<file path="src/rtl/gcfg_pkg.sv">
package gcfg_pkg;

   typedef enum logic [2:0] {
      ST_IDLE,
      ST_LOAD,
      ST_SCK_LO,
      ST_SCK_HI,
      ST_CHECK,
      ST_TAIL,
      ST_DONE
   } cfg_state_e;

   // Magnitude of the inverting gain chosen by a 3-bit code
   function automatic int unsigned gain_magnitude(input logic [2:0] code);
      case (code)
         3'd0:    return 0;
         3'd1:    return 1;
         3'd2:    return 2;
         3'd3:    return 5;
         3'd4:    return 10;
         3'd5:    return 20;
         3'd6:    return 50;
         default: return 100;
      endcase
   endfunction

endpackage

</file>
<file path="src/rtl/gcfg_word_build.sv">
module gcfg_word_build #(
   parameter int NUM_CH    = 2,
   parameter int CODE_W    = 3,
   parameter int FIELD_W   = 4,
   parameter bit FROM_PINS = 1'b1,
   parameter int DEF_CODE  = 1,
   localparam int WORD_W   = NUM_CH * FIELD_W,
   localparam int PAD_W    = FIELD_W - CODE_W
) (
   input  logic [NUM_CH*CODE_W-1:0] codes_i,
   output logic [WORD_W-1:0]        word_o
);

   initial begin
      assert (FIELD_W > CODE_W) else $error("field must be wider than code");
      assert (NUM_CH >= 1) else $error("need at least one channel");
      assert (DEF_CODE >= 0 && DEF_CODE < (1 << CODE_W)) else $error("default code out of range");
   end

   for (genvar ch = 0; ch < NUM_CH; ch++) begin : g_field
      if (FROM_PINS) begin : g_pin
         assign word_o[ch*FIELD_W +: FIELD_W] =
            {{PAD_W{1'b0}}, codes_i[ch*CODE_W +: CODE_W]};
      end else begin : g_tie
         assign word_o[ch*FIELD_W +: FIELD_W] =
            {{PAD_W{1'b0}}, CODE_W'(DEF_CODE)};
      end
   end

endmodule

</file>
<file path="src/rtl/gcfg_phase_timer.sv">
module gcfg_phase_timer #(
   parameter int PHASE_CLKS = 2,
   localparam int CW = $clog2(PHASE_CLKS + 1)
) (
   input  logic clk,
   input  logic rst_n,
   input  logic run_i,
   output logic expire_o
);

   localparam logic [CW-1:0] LAST = CW'(PHASE_CLKS - 1);

   logic [CW-1:0] cnt_q;

   initial begin
      assert (PHASE_CLKS >= 1) else $error("phase length must be at least one clock");
   end

   assign expire_o = run_i && (cnt_q == LAST);

   always_ff @(posedge clk) begin
      if (!rst_n)
         cnt_q <= '0;
      else if (run_i && !expire_o)
         cnt_q <= cnt_q + 1'b1;
      else
         cnt_q <= '0;
   end

   // the phase counter never passes the programmed length
   p_cnt_bound_r5: assert property (@(posedge clk) disable iff (!rst_n)
      cnt_q <= LAST);

   // a counter left running always comes back to zero after expiry
   p_restart_r5: assert property (@(posedge clk) disable iff (!rst_n)
      expire_o |=> (cnt_q == '0));

endmodule

</file>
<file path="src/rtl/gcfg_shifter.sv">
module gcfg_shifter #(
   parameter int WORD_W = 8,
   localparam int BW = $clog2(WORD_W + 1)
) (
   input  logic              clk,
   input  logic              rst_n,
   input  logic              load_i,
   input  logic [WORD_W-1:0] word_i,
   input  logic              rotate_i,
   output logic              msb_o,
   output logic              last_o
);

   logic [WORD_W-1:0] sreg_q;
   logic [BW-1:0]     bcnt_q;

   initial begin
      assert (WORD_W >= 2) else $error("word must hold at least two bits");
   end

   always_ff @(posedge clk) begin
      if (!rst_n) begin
         sreg_q <= '0;
         bcnt_q <= '0;
      end else if (load_i) begin
         sreg_q <= word_i;
         bcnt_q <= BW'(WORD_W);
      end else if (rotate_i) begin
         sreg_q <= {sreg_q[WORD_W-2:0], sreg_q[WORD_W-1]};
         bcnt_q <= bcnt_q - 1'b1;
      end
   end

   assign msb_o  = sreg_q[WORD_W-1];
   assign last_o = (bcnt_q == '0);

   // no more bits are shifted than the word holds
   p_no_underflow_r3: assert property (@(posedge clk) disable iff (!rst_n)
      rotate_i |-> !last_o);

   // a load always leaves a full bit count behind
   p_full_after_load_r3: assert property (@(posedge clk) disable iff (!rst_n)
      load_i |=> !last_o);

endmodule

</file>
<file path="src/rtl/gain_cfg_ctrl.sv">
module gain_cfg_ctrl
   import gcfg_pkg::*;
#(
   parameter int NUM_CH         = 2,
   parameter int CODE_W         = 3,
   parameter int FIELD_W        = 4,
   parameter int PHASE_CLKS     = 2,
   parameter bit GAIN_FROM_PINS = 1'b1,
   parameter int DEFAULT_CODE   = 1,
   localparam int WORD_W        = NUM_CH * FIELD_W,
   localparam int IN_W          = NUM_CH * CODE_W
) (
   input  logic            clk,
   input  logic            rst_n,
   input  logic [IN_W-1:0] gain_codes_i,
   output logic            spi_sck_o,
   output logic            spi_mosi_o,
   output logic            spi_cs_n_o,
   output logic            cfg_done_o
);

   cfg_state_e        state_q;
   logic              sck_q;
   logic              cs_n_q;
   logic              done_q;
   logic [WORD_W-1:0] word;
   logic              timer_run;
   logic              phase_exp;
   logic              load;
   logic              rotate;
   logic              msb;
   logic              last_bit;

   gcfg_word_build #(
      .NUM_CH    (NUM_CH),
      .CODE_W    (CODE_W),
      .FIELD_W   (FIELD_W),
      .FROM_PINS (GAIN_FROM_PINS),
      .DEF_CODE  (DEFAULT_CODE)
   ) u_word (
      .codes_i (gain_codes_i),
      .word_o  (word)
   );

   gcfg_phase_timer #(
      .PHASE_CLKS (PHASE_CLKS)
   ) u_timer (
      .clk      (clk),
      .rst_n    (rst_n),
      .run_i    (timer_run),
      .expire_o (phase_exp)
   );

   gcfg_shifter #(
      .WORD_W (WORD_W)
   ) u_shift (
      .clk      (clk),
      .rst_n    (rst_n),
      .load_i   (load),
      .word_i   (word),
      .rotate_i (rotate),
      .msb_o    (msb),
      .last_o   (last_bit)
   );

   assign timer_run = (state_q == ST_SCK_LO) || (state_q == ST_SCK_HI) ||
                      (state_q == ST_TAIL);
   assign load      = (state_q == ST_LOAD);
   assign rotate    = (state_q == ST_SCK_HI) && phase_exp;

   always_ff @(posedge clk) begin
      if (!rst_n) begin
         state_q <= ST_IDLE;
         sck_q   <= 1'b0;
         cs_n_q  <= 1'b1;
         done_q  <= 1'b0;
      end else begin
         case (state_q)
            ST_IDLE: state_q <= ST_LOAD;
            ST_LOAD: begin
               cs_n_q  <= 1'b0;
               state_q <= ST_SCK_LO;
            end
            ST_SCK_LO: if (phase_exp) begin
               sck_q   <= 1'b1;
               state_q <= ST_SCK_HI;
            end
            ST_SCK_HI: if (phase_exp) begin
               sck_q   <= 1'b0;
               state_q <= ST_CHECK;
            end
            ST_CHECK: state_q <= last_bit ? ST_TAIL : ST_SCK_LO;
            ST_TAIL: if (phase_exp) begin
               cs_n_q  <= 1'b1;
               done_q  <= 1'b1;
               state_q <= ST_DONE;
            end
            default: state_q <= ST_DONE;
         endcase
      end
   end

   assign spi_sck_o  = sck_q;
   assign spi_cs_n_o = cs_n_q;
   assign spi_mosi_o = msb & ~cs_n_q;
   assign cfg_done_o = done_q;

   // the serial clock only toggles inside a selected frame
   p_sck_in_frame_r6: assert property (@(posedge clk) disable iff (!rst_n)
      spi_sck_o |-> !spi_cs_n_o);

   // data held steady across the whole high phase
   p_mosi_hold_r4: assert property (@(posedge clk) disable iff (!rst_n)
      (spi_sck_o && $past(spi_sck_o)) |-> $stable(spi_mosi_o));

   // completion is sticky
   p_done_sticky_r8: assert property (@(posedge clk) disable iff (!rst_n)
      cfg_done_o |=> cfg_done_o);

   // the link is idle once configuration has finished
   p_idle_after_done_r8: assert property (@(posedge clk) disable iff (!rst_n)
      cfg_done_o |-> (spi_cs_n_o && !spi_sck_o));

   // select release and completion coincide
   p_release_done_r7: assert property (@(posedge clk) disable iff (!rst_n)
      $rose(spi_cs_n_o) |-> cfg_done_o);

endmodule

</file>
<file path="config.mk">
export PLATFORM = sky130hd
export DESIGN_NAME = gain_cfg_ctrl
export DESIGN_NICKNAME = d
export VERILOG_FILES = /design/src/rtl/gcfg_pkg.sv /design/src/rtl/gcfg_word_build.sv /design/src/rtl/gcfg_phase_timer.sv /design/src/rtl/gcfg_shifter.sv /design/src/rtl/gain_cfg_ctrl.sv
export SDC_FILE = /design/constraint.sdc
export NUM_CORES = 1
export LEC_CHECK = 0
export ABC_AREA = 0
export ABC_CLOCK_PERIOD_IN_PS = 1810
export BUFFER_PORTS_ARGS = -buffer_cell sky130_fd_sc_hd__buf_2
export CAP_MARGIN = 20
export CORE_ASPECT_RATIO = 1.25
export CORE_UTILIZATION = 47
export DETAILED_ROUTE_END_ITERATION = 16
export PLACE_DENSITY = 0.75
export SYNTH_ARGS = -nofsm -noshare
export SYNTH_HDL_FRONTEND = slang
export SYNTH_SLANG_ARGS = --single-unit
</file>
<file path="constraint.sdc">
create_clock -name clk -period 1.81 [get_ports clk]
set_input_delay 0.362 -clock clk [delete_from_list [all_inputs] [get_ports clk]]
set_output_delay 0.362 -clock clk [all_outputs]
set_load 0.005 [all_outputs]
</file>
==> tab_implementation.tex, run 1 <==
\begin{tabular}{lr}
\hline
Metric & Value \\
\hline
\multicolumn{2}{l}{\textbf{Clocking}} \\
\quad Later-pin clock latency in the skew report & 0.32 ns \\
\quad Setup Fix Bufs, Post-CTS & 0 \\
\quad CTS root buffer & clkbuf\_4 \\
\quad Number of levels the H-tree was split into & 1 \\
\quad Post-CTS Hold Fix Bufs & 0 \\
\quad Clock tree from TritonCTS & yes \\
\quad Clock-pin slew on the worst setup and hold paths & 0.12 ns \\
\quad PostCTS Resize Cnt & 0 \\
\quad Number of buffers added by the clock tree synthesis step & 3 \\
\quad Clock Sinks & 20 \\
\quad CTS max path bufs & 2 \\
\multicolumn{2}{l}{\textbf{Die}} \\
\quad Row count & 17 \\
\quad Die outline width & 41.75 um \\
\quad Chip Height & 51.69 um \\
\quad Core ar. & 1808 um\^{}2 \\
\quad IO Pins & 12 \\
\quad Initial core utilization & 51.35\% \\
\quad Total Die Area & 2158 um\^{}2 \\
\multicolumn{2}{l}{\textbf{Global route}} \\
\quad Via count of the first global-routing pass & 777 \\
\quad GR Util All Layers & 20.61\% \\
\quad Global-route wire length before repair & 3401 um \\
\quad Leftover overflow at the end of global routing & 0 \\
\quad Maximum number of pins on one net before global-route repair & 15 \\
\quad Number of antenna violations at the first check in global routing & 0 \\
\multicolumn{2}{l}{\textbf{Timing}} \\
\quad Hold Fails Final Rpt & 0 \\
\quad Post-layout min period & 1.560 ns \\
\quad Setup Total Neg Slack & 0 ns \\
\quad Setup repair after global routing missed its margin & false \\
\quad Actual transition at the worst max-transition pin & 0.4017 ns \\
\quad Max Clock Skew & 0.009210 ns \\
\quad Endpoints failing setup & 0 \\
\quad Slew headroom & 73.18\% \\
\quad Slew Viols, Final & 0 \\
\quad Maximum clock frequency & 641.1 MHz \\
\quad Final Cycle Share & 86.18\% \\
\multicolumn{2}{l}{\textbf{Yosys}} \\
\quad Average cell area after synthesis & 9.102 um\^{}2 \\
\quad Yosys warnings & 0 \\
\quad Fraction of the mapped netlist area in simple logic gates & 19.95\% \\
\quad Fraction of synthesis flops using an asynchronous set or reset pin & 0\% \\
\quad Area contributors post-synth & dfxtp\_1 43\%, a21oi\_1 7.5\%, a22oi\_1 4.9\% \\
\quad Share of synthesized area occupied by flip-flops and latches & 43.13\% \\
\quad Dominant synthesized flop cell & dfxtp\_1 \\
\quad Post-synth top area share & 43.13\% \\
\quad Distinct cells, synth & 35 \\
\quad Post-Synth Adder-Cell Area & 2.695\% \\
\quad Leading post-synthesis cells by instance count & 20 x dfxtp\_1, 14 x a21oi\_1 \\
\quad Synthesized-area fraction occupied by ao, oa, aoi and oai cells & 24.53\% \\
\quad Largest family of logic cells by synthesized area & compound AO/OA/AOI/OAI gates \\
\quad Count of flip-flops with a built-in enable after synthesis & 0 \\
\quad Multiplexer share of the synthesized area & 0\% \\
\quad Xor/xnor share of the synthesized area & 0\% \\
\quad Most common cell in the netlist & dfxtp\_1 \\
\quad Flop and latch count out of synthesis & 20 \\
\quad Nets in the synthesized netlist & 112 \\
\quad Cell accounting for the most synthesized area & dfxtp\_1 \\
\quad Gate count after technology mapping & 102 \\
\quad Post-Synthesis Cell Area & 928.4 um\^{}2 \\
\multicolumn{2}{l}{\textbf{Worst setup path}} \\
\quad Startpoint types & flip-flop \\
\quad Peak fanout along the critical path & 8 \\
\quad Master of the slowest instance on the critical path & and4b\_1 \\
\quad Critical Path AT & 1.80 ns \\
\quad Highest cell delay on the worst timing path & 0.41 ns \\
\quad Nature of the critical path endpoint & flip-flop \\
\quad WP buf/inv & 1 \\
\quad Worst path cell trace & ha\_1, and4b\_1, buf\_4, a22oi\_1, a21oi\_1 \\
\quad Total number of cells along the worst setup path & 5 \\
\quad Critical setup path kind & flip-flop to flip-flop \\
\quad Required time at the endpoint of the critical path & 2.05 ns \\
\quad Crit path max-delay family & simple AND/OR/NAND/NOR gates \\
\quad Worst r2r path cells & 5 \\
\multicolumn{2}{l}{\textbf{Place}} \\
\quad DP HPWL & 1315 um \\
\quad Quantity of I/O buffers inserted on ports & 11 \\
\quad Routability congestion estimate & 0.7849 \\
\quad Placed cell count & 128 \\
\quad DP Area & 965.9 um\^{}2 \\
\multicolumn{2}{l}{\textbf{Route}} \\
\quad DRC violations left & 0 \\
\quad Number of iterations in the first detailed-routing pass & 4 \\
\quad Antenna violation net count after detailed routing & 0 \\
\quad Via count & 793 \\
\quad 1st-iter DRT viols & 20 \\
\quad Final Routed Wirelength & 1868 um \\
\quad Routed WL per cell & 14.15 um \\
\quad Via count normalized by instance count & 6.008 \\
\multicolumn{2}{l}{\textbf{Cells and area}} \\
\quad Number of antenna repair diodes & 0 \\
\quad Total non-filler cell area in the finished layout & 1018 um\^{}2 \\
\quad Synth-to-layout area growth & 9.704\% \\
\quad Final cell count without fillers & 132 \\
\quad Share of post-route cells with drive strength above 1 & 21.24\% \\
\quad Net count of the finished layout & 124 \\
\quad \# fillers & 157 \\
\quad Core Util, Final & 56.33\% \\
\multicolumn{2}{l}{\textbf{Outcome}} \\
\quad Result of the run & completed \\
\multicolumn{2}{l}{\textbf{Power}} \\
\quad Static Leak & 0.3822 nW \\
\quad Overall power after layout & 0.001006 W \\
\quad Peak supply drop & 0.0005690 V \\
\quad Power Dens Cells & 988.0 nW/um\^{}2 \\
\multicolumn{2}{l}{\textbf{Run}} \\
\quad Max cap viols & 0 \\
\multicolumn{2}{l}{\textbf{Min path}} \\
\quad Class of the most critical hold timing path & input pin to flip-flop \\
\quad Number of cells on the worst hold path & 2 \\
\hline
\end{tabular}
-- sequential cells by signal (all words and copies together) (netlist names) --
| signal | count |
|---|---|
| cfg_done_o | 1 |
| u_shift.sreg_q | 8 |
| u_shift.bcnt_q | 4 |
| spi_sck_o | 1 |
| u_timer.cnt_q | 2 |
| spi_cs_n_o | 1 |
| state_q | 3 |
-- power breakdown --
group	switching, W	internal [W]	leakage (nW)
clock network	0.000147	0.000224	0.0279
logic	0.0000688	0.0000615	0.191
registers	0.0000356	0.000469	0.163
-- final cells by class --
type                    count  area, um^2  area share, %
multi-input cells          68       437.9          43.00
flip-flops and latches     20       400.4          39.31
repair buffers             14       77.57          7.617
clock inverters             1       30.03          2.948
inverters                   7       26.28          2.580
well taps                  19       23.77          2.334
clock buffers               3       22.52          2.211
-- path summary, 6_finish.rpt --
| path | end | slack (ns) | from |
|---|---|---|---|
| min | spi_cs_n_o | 0.29 | rst_n |
| max | u_shift.sreg_q[4] | 0.25 | u_timer.cnt_q[0] |
| min reg2reg | u_timer.cnt_q[0] | 0.43 | u_timer.cnt_q[0] |
| max reg2reg | u_shift.sreg_q[4] | 0.25 | u_timer.cnt_q[0] |
-- placed cells by master (no fill, tap or decap), types with 2 or more instances in the layout --
cell,count
a21oi_1,14
a22oi_1,6
a31oi_1,2
buf_2,11
buf_4,3
clkbuf_4,3
dfxtp_1,20
ha_1,2
inv_1,6
nand2_1,6
nand3_1,6
nor2_1,5
nor2b_1,2
nor3_1,2
o21ai_0,6
-- per-stage QoR --
stage	setup WS [ns]	hold WS, ns
2_1_floorplan	0.4717	0.3992
3_3_place_gp	0.3469	0.4076
3_5_place_dp	0.3050	0.4158
4_1_cts	0.2664	0.2774
5_1_grt	0.1244	0.2799
6_report	0.2501	0.2870
-- cell families after synthesis --
family,after synthesis
compound gates,35
simple gates,31
flops,20
buf+inv,14
fa+ha+maj,2
-- layer usage --
layer	routed length [um]	GRT usage [%]	part of all wire (%)	up-vias
li1	-	-	-	393
met1	840	25.38	45	371
met2	916	32.81	49	25
met3	77	3.472	4.1	4
met4	34	13.98	1.8	0
met5	0	0	0	-
No activity file was read; power rests on OpenSTA's default activity.
==> run 2: changes to the inputs <==
--- a/config.mk
+++ b/config.mk
@@ -9,10 +9,13 @@
 export ABC_CLOCK_PERIOD_IN_PS = 1810
 export BUFFER_PORTS_ARGS = -buffer_cell sky130_fd_sc_hd__buf_2
 export CAP_MARGIN = 20
+export CELL_PAD_IN_SITES_DETAIL_PLACEMENT = 0
+export CELL_PAD_IN_SITES_GLOBAL_PLACEMENT = 1
 export CORE_ASPECT_RATIO = 1.25
-export CORE_UTILIZATION = 47
+export CORE_UTILIZATION = 41
+export CTS_CLUSTER_SIZE = 30
 export DETAILED_ROUTE_END_ITERATION = 16
-export PLACE_DENSITY = 0.75
+export PLACE_DENSITY = 0.83
 export SYNTH_ARGS = -nofsm -noshare
 export SYNTH_HDL_FRONTEND = slang
 export SYNTH_SLANG_ARGS = --single-unit
==> run 2 against run 1 <==
Net effect:
- setup slack got worse by 0.0011 ns
- via count fell by 1.8%
- count of clock-buffer cells in the layout rose by 1
==> tab_implementation.tex, run 2 (synthesized netlist as in run 1, its figures left out) <==
\begin{tabular}{lr}
\hline
Metric & Value \\
\hline
\multicolumn{2}{l}{\textbf{Worst setup path}} \\
\quad Startpoint types & flip-flop \\
\quad Critical setup path kind & flip-flop to flip-flop \\
\quad Critical Path AT & 1.81 ns (about the same) \\
\quad Nature of the critical path endpoint & flip-flop \\
\quad Peak fanout along the critical path & 8 (unchanged) \\
\quad Required time at the endpoint of the critical path & 2.06 ns (about the same) \\
\quad Setup slack of the most critical reg-to-reg path & 0.25 ns (about the same) \\
\multicolumn{2}{l}{\textbf{Die}} \\
\quad Die outline width & 44.56 um (+6.7\%) \\
\quad Total Die Area & 2460 um\^{}2 (+14\%) \\
\quad Chip Height & 55.20 um (+6.8\%) \\
\quad Row count & 18 (+1) \\
\quad Initial core utilization & 45.30\% (-6.1 points) \\
\quad IO Pins & 12 (unchanged) \\
\quad Core ar. & 2049 um\^{}2 (+13\%) \\
\multicolumn{2}{l}{\textbf{Cells and area}} \\
\quad Number of antenna repair diodes & 0 (unchanged) \\
\quad Most common library cell in the layout ignoring fill and taps & dfxtp\_1 \\
\quad Registers with the highest flip-flop counts & u\_shift.sreg\_q: 8 flops, u\_shift.bcnt\_q: 4 flops, state\_q: 3 flops \\
\quad Largest register by flop count & u\_shift.sreg\_q \\
\quad Flip-flop count of the largest register after layout & 8 (unchanged) \\
\quad Commonest cells after routing, fill and taps aside & 20 x dfxtp\_1, 14 x a21oi\_1, 11 x buf\_2 \\
\quad Synth-to-layout area growth & 9.434\% \\
\quad Net count of the finished layout & 124 (unchanged) \\
\quad Total non-filler cell area in the finished layout & 1016 um\^{}2 (-0.25\%) \\
\quad Share of post-route cells with drive strength above 1 & 21.24\% (unchanged) \\
\multicolumn{2}{l}{\textbf{Global route}} \\
\quad Via count of the first global-routing pass & 703 (-9.5\%) \\
\quad Leftover overflow at the end of global routing & 0 (unchanged) \\
\quad GR Util All Layers & 16.72\% (-3.9 points) \\
\quad Number of antenna violations at the first check in global routing & 0 (unchanged) \\
\quad Global-route wire length before repair & 3077 um (-9.5\%) \\
\quad Maximum number of pins on one net before global-route repair & 13 (-2) \\
\multicolumn{2}{l}{\textbf{Timing}} \\
\quad Hold Fails Final Rpt & 0 (unchanged) \\
\quad Slew headroom & 72.56\% (-0.62 points) \\
\quad Post-layout min period & 1.561 ns (+0.001059 ns) \\
\quad Max Clock Skew & 0.005744 ns (-0.003465 ns) \\
\quad Setup repair after global routing missed its margin & false \\
\quad Setup Total Neg Slack & 0 ns (unchanged) \\
\quad Slew Viols, Final & 0 (unchanged) \\
\quad Actual transition at the worst max-transition pin & 0.4111 ns (+0.009310 ns) \\
\quad Final Cycle Share & 86.24\% (about the same) \\
\quad Endpoints failing setup & 0 (unchanged) \\
\quad Maximum clock frequency & 640.6 MHz (about the same) \\
\quad Worst Hold Margin & 0.2991 ns (+0.01204 ns) \\
\multicolumn{2}{l}{\textbf{Outcome}} \\
\quad Result of the run & completed \\
\multicolumn{2}{l}{\textbf{Route}} \\
\quad Via count & 779 (-1.8\%) \\
\quad 1st-iter DRT viols & 40 (+100\%) \\
\quad DRC violations left & 0 (unchanged) \\
\quad Routed WL per cell & 13.20 um (-6.8\%) \\
\quad Final Routed Wirelength & 1887 um (+1.0\%) \\
\quad Number of iterations in the first detailed-routing pass & 4 (unchanged) \\
\quad Antenna violation net count after detailed routing & 0 (unchanged) \\
\quad Via count normalized by instance count & 5.448 (-9.3\%) \\
\multicolumn{2}{l}{\textbf{Clocking}} \\
\quad Setup Fix Bufs, Post-CTS & 0 (unchanged) \\
\quad PostCTS Resize Cnt & 0 (unchanged) \\
\quad CTS max path bufs & 2 (unchanged) \\
\quad Number of buffers added by the clock tree synthesis step & 3 (unchanged) \\
\quad Clock tree from TritonCTS & yes \\
\quad Clock-pin slew on the worst setup and hold paths & 0.12 ns (about the same) \\
\quad Post-CTS Hold Fix Bufs & 0 (unchanged) \\
\quad CTS root buffer & clkbuf\_4 \\
\quad Clock Sinks & 20 (unchanged) \\
\quad Number of levels the H-tree was split into & 1 (unchanged) \\
\quad Later-pin clock latency in the skew report & 0.31 ns (about the same) \\
\multicolumn{2}{l}{\textbf{Min path}} \\
\quad Class of the most critical hold timing path & input pin to flip-flop \\
\multicolumn{2}{l}{\textbf{Power}} \\
\quad Power Dens Cells & 894.1 nW/um\^{}2 (-9.5\%) \\
\quad Peak supply drop & 0.0005150 V (-9.5\%) \\
\quad Static Leak & 0.3748 nW (-1.9\%) \\
\multicolumn{2}{l}{\textbf{Place}} \\
\quad DP HPWL & 1305 um (-0.71\%) \\
\quad DP Area & 979.7 um\^{}2 (+1.4\%) \\
\quad Routability congestion estimate & 0.7575 (-3.5\%) \\
\quad Quantity of I/O buffers inserted on ports & 11 (unchanged) \\
\multicolumn{2}{l}{\textbf{Run}} \\
\quad Max cap viols & 0 (unchanged) \\
\hline
\end{tabular}
## run 2: cell types whose count changed in the layout (fill, tap and decap cells not counted), sizes merged
| cell | previous run | this run |
|---|---|---|
| bufinv | 1 | 0 |
| clkbuf | 3 | 4 |
## run 2: power breakdown
part / leakage (nW) / internal, W / switching (W)
clock: 0.0210 / 0.000123 / 0.000145
sequential: 0.163 / 0.000469 / 0.0000298
combinational: 0.191 / 0.0000655 / 0.0000759
total: 0.375 / 0.000657 / 0.000251
## run 2: worst paths after layout
check / from / to / cells after the start
min reg2reg: u_timer.cnt_q[0] / u_timer.cnt_q[0] / 1
min: rst_n / spi_cs_n_o / 2
max reg2reg: u_timer.cnt_q[0] / u_shift.sreg_q[5] / 5
max: u_timer.cnt_q[0] / u_shift.sreg_q[5] / 5
## run 2: per-stage QoR
stage	worst slack [ns]	power (W)	std cells	utilization, %
global route	0.1635	0.0009457	143	49.57
detailed placement	0.2726	0.0006492	139	47.80
finish	0.2491	0.0009083	143	49.57
floorplan	0.4717	0.0006109	102	-
global placement	0.3531	0.0006440	139	47.80
CTS	0.2530	0.0009121	143	49.57
## run 2: area by class of cell
class | instances | area [um^2]
clock buffer | 4 | 36.28
multi-input combinational | 68 | 437.9
tap | 30 | 37.54
sequential | 20 | 400.4
inverter | 7 | 26.28
fill | 195 | 1033
timing repair buffer | 14 | 77.57
## run 2: worst max-delay path, cell delays in order, from the launching register on
cell	delay [ns]
dfxtp_1	0.35
ha_1	0.30
and4b_1	0.42
buf_4	0.22
a22oi_1	0.07
a21oi_1	0.14
## run 2: routing by layer
metal,part of all wire (%),vias to the layer above,GRT usage [%]
li1,-,392,-
met1,48,362,22.73
met2,46,20,24.37
met3,3.2,5,1.961
met4,2.6,0,10.82
met5,0,-,0
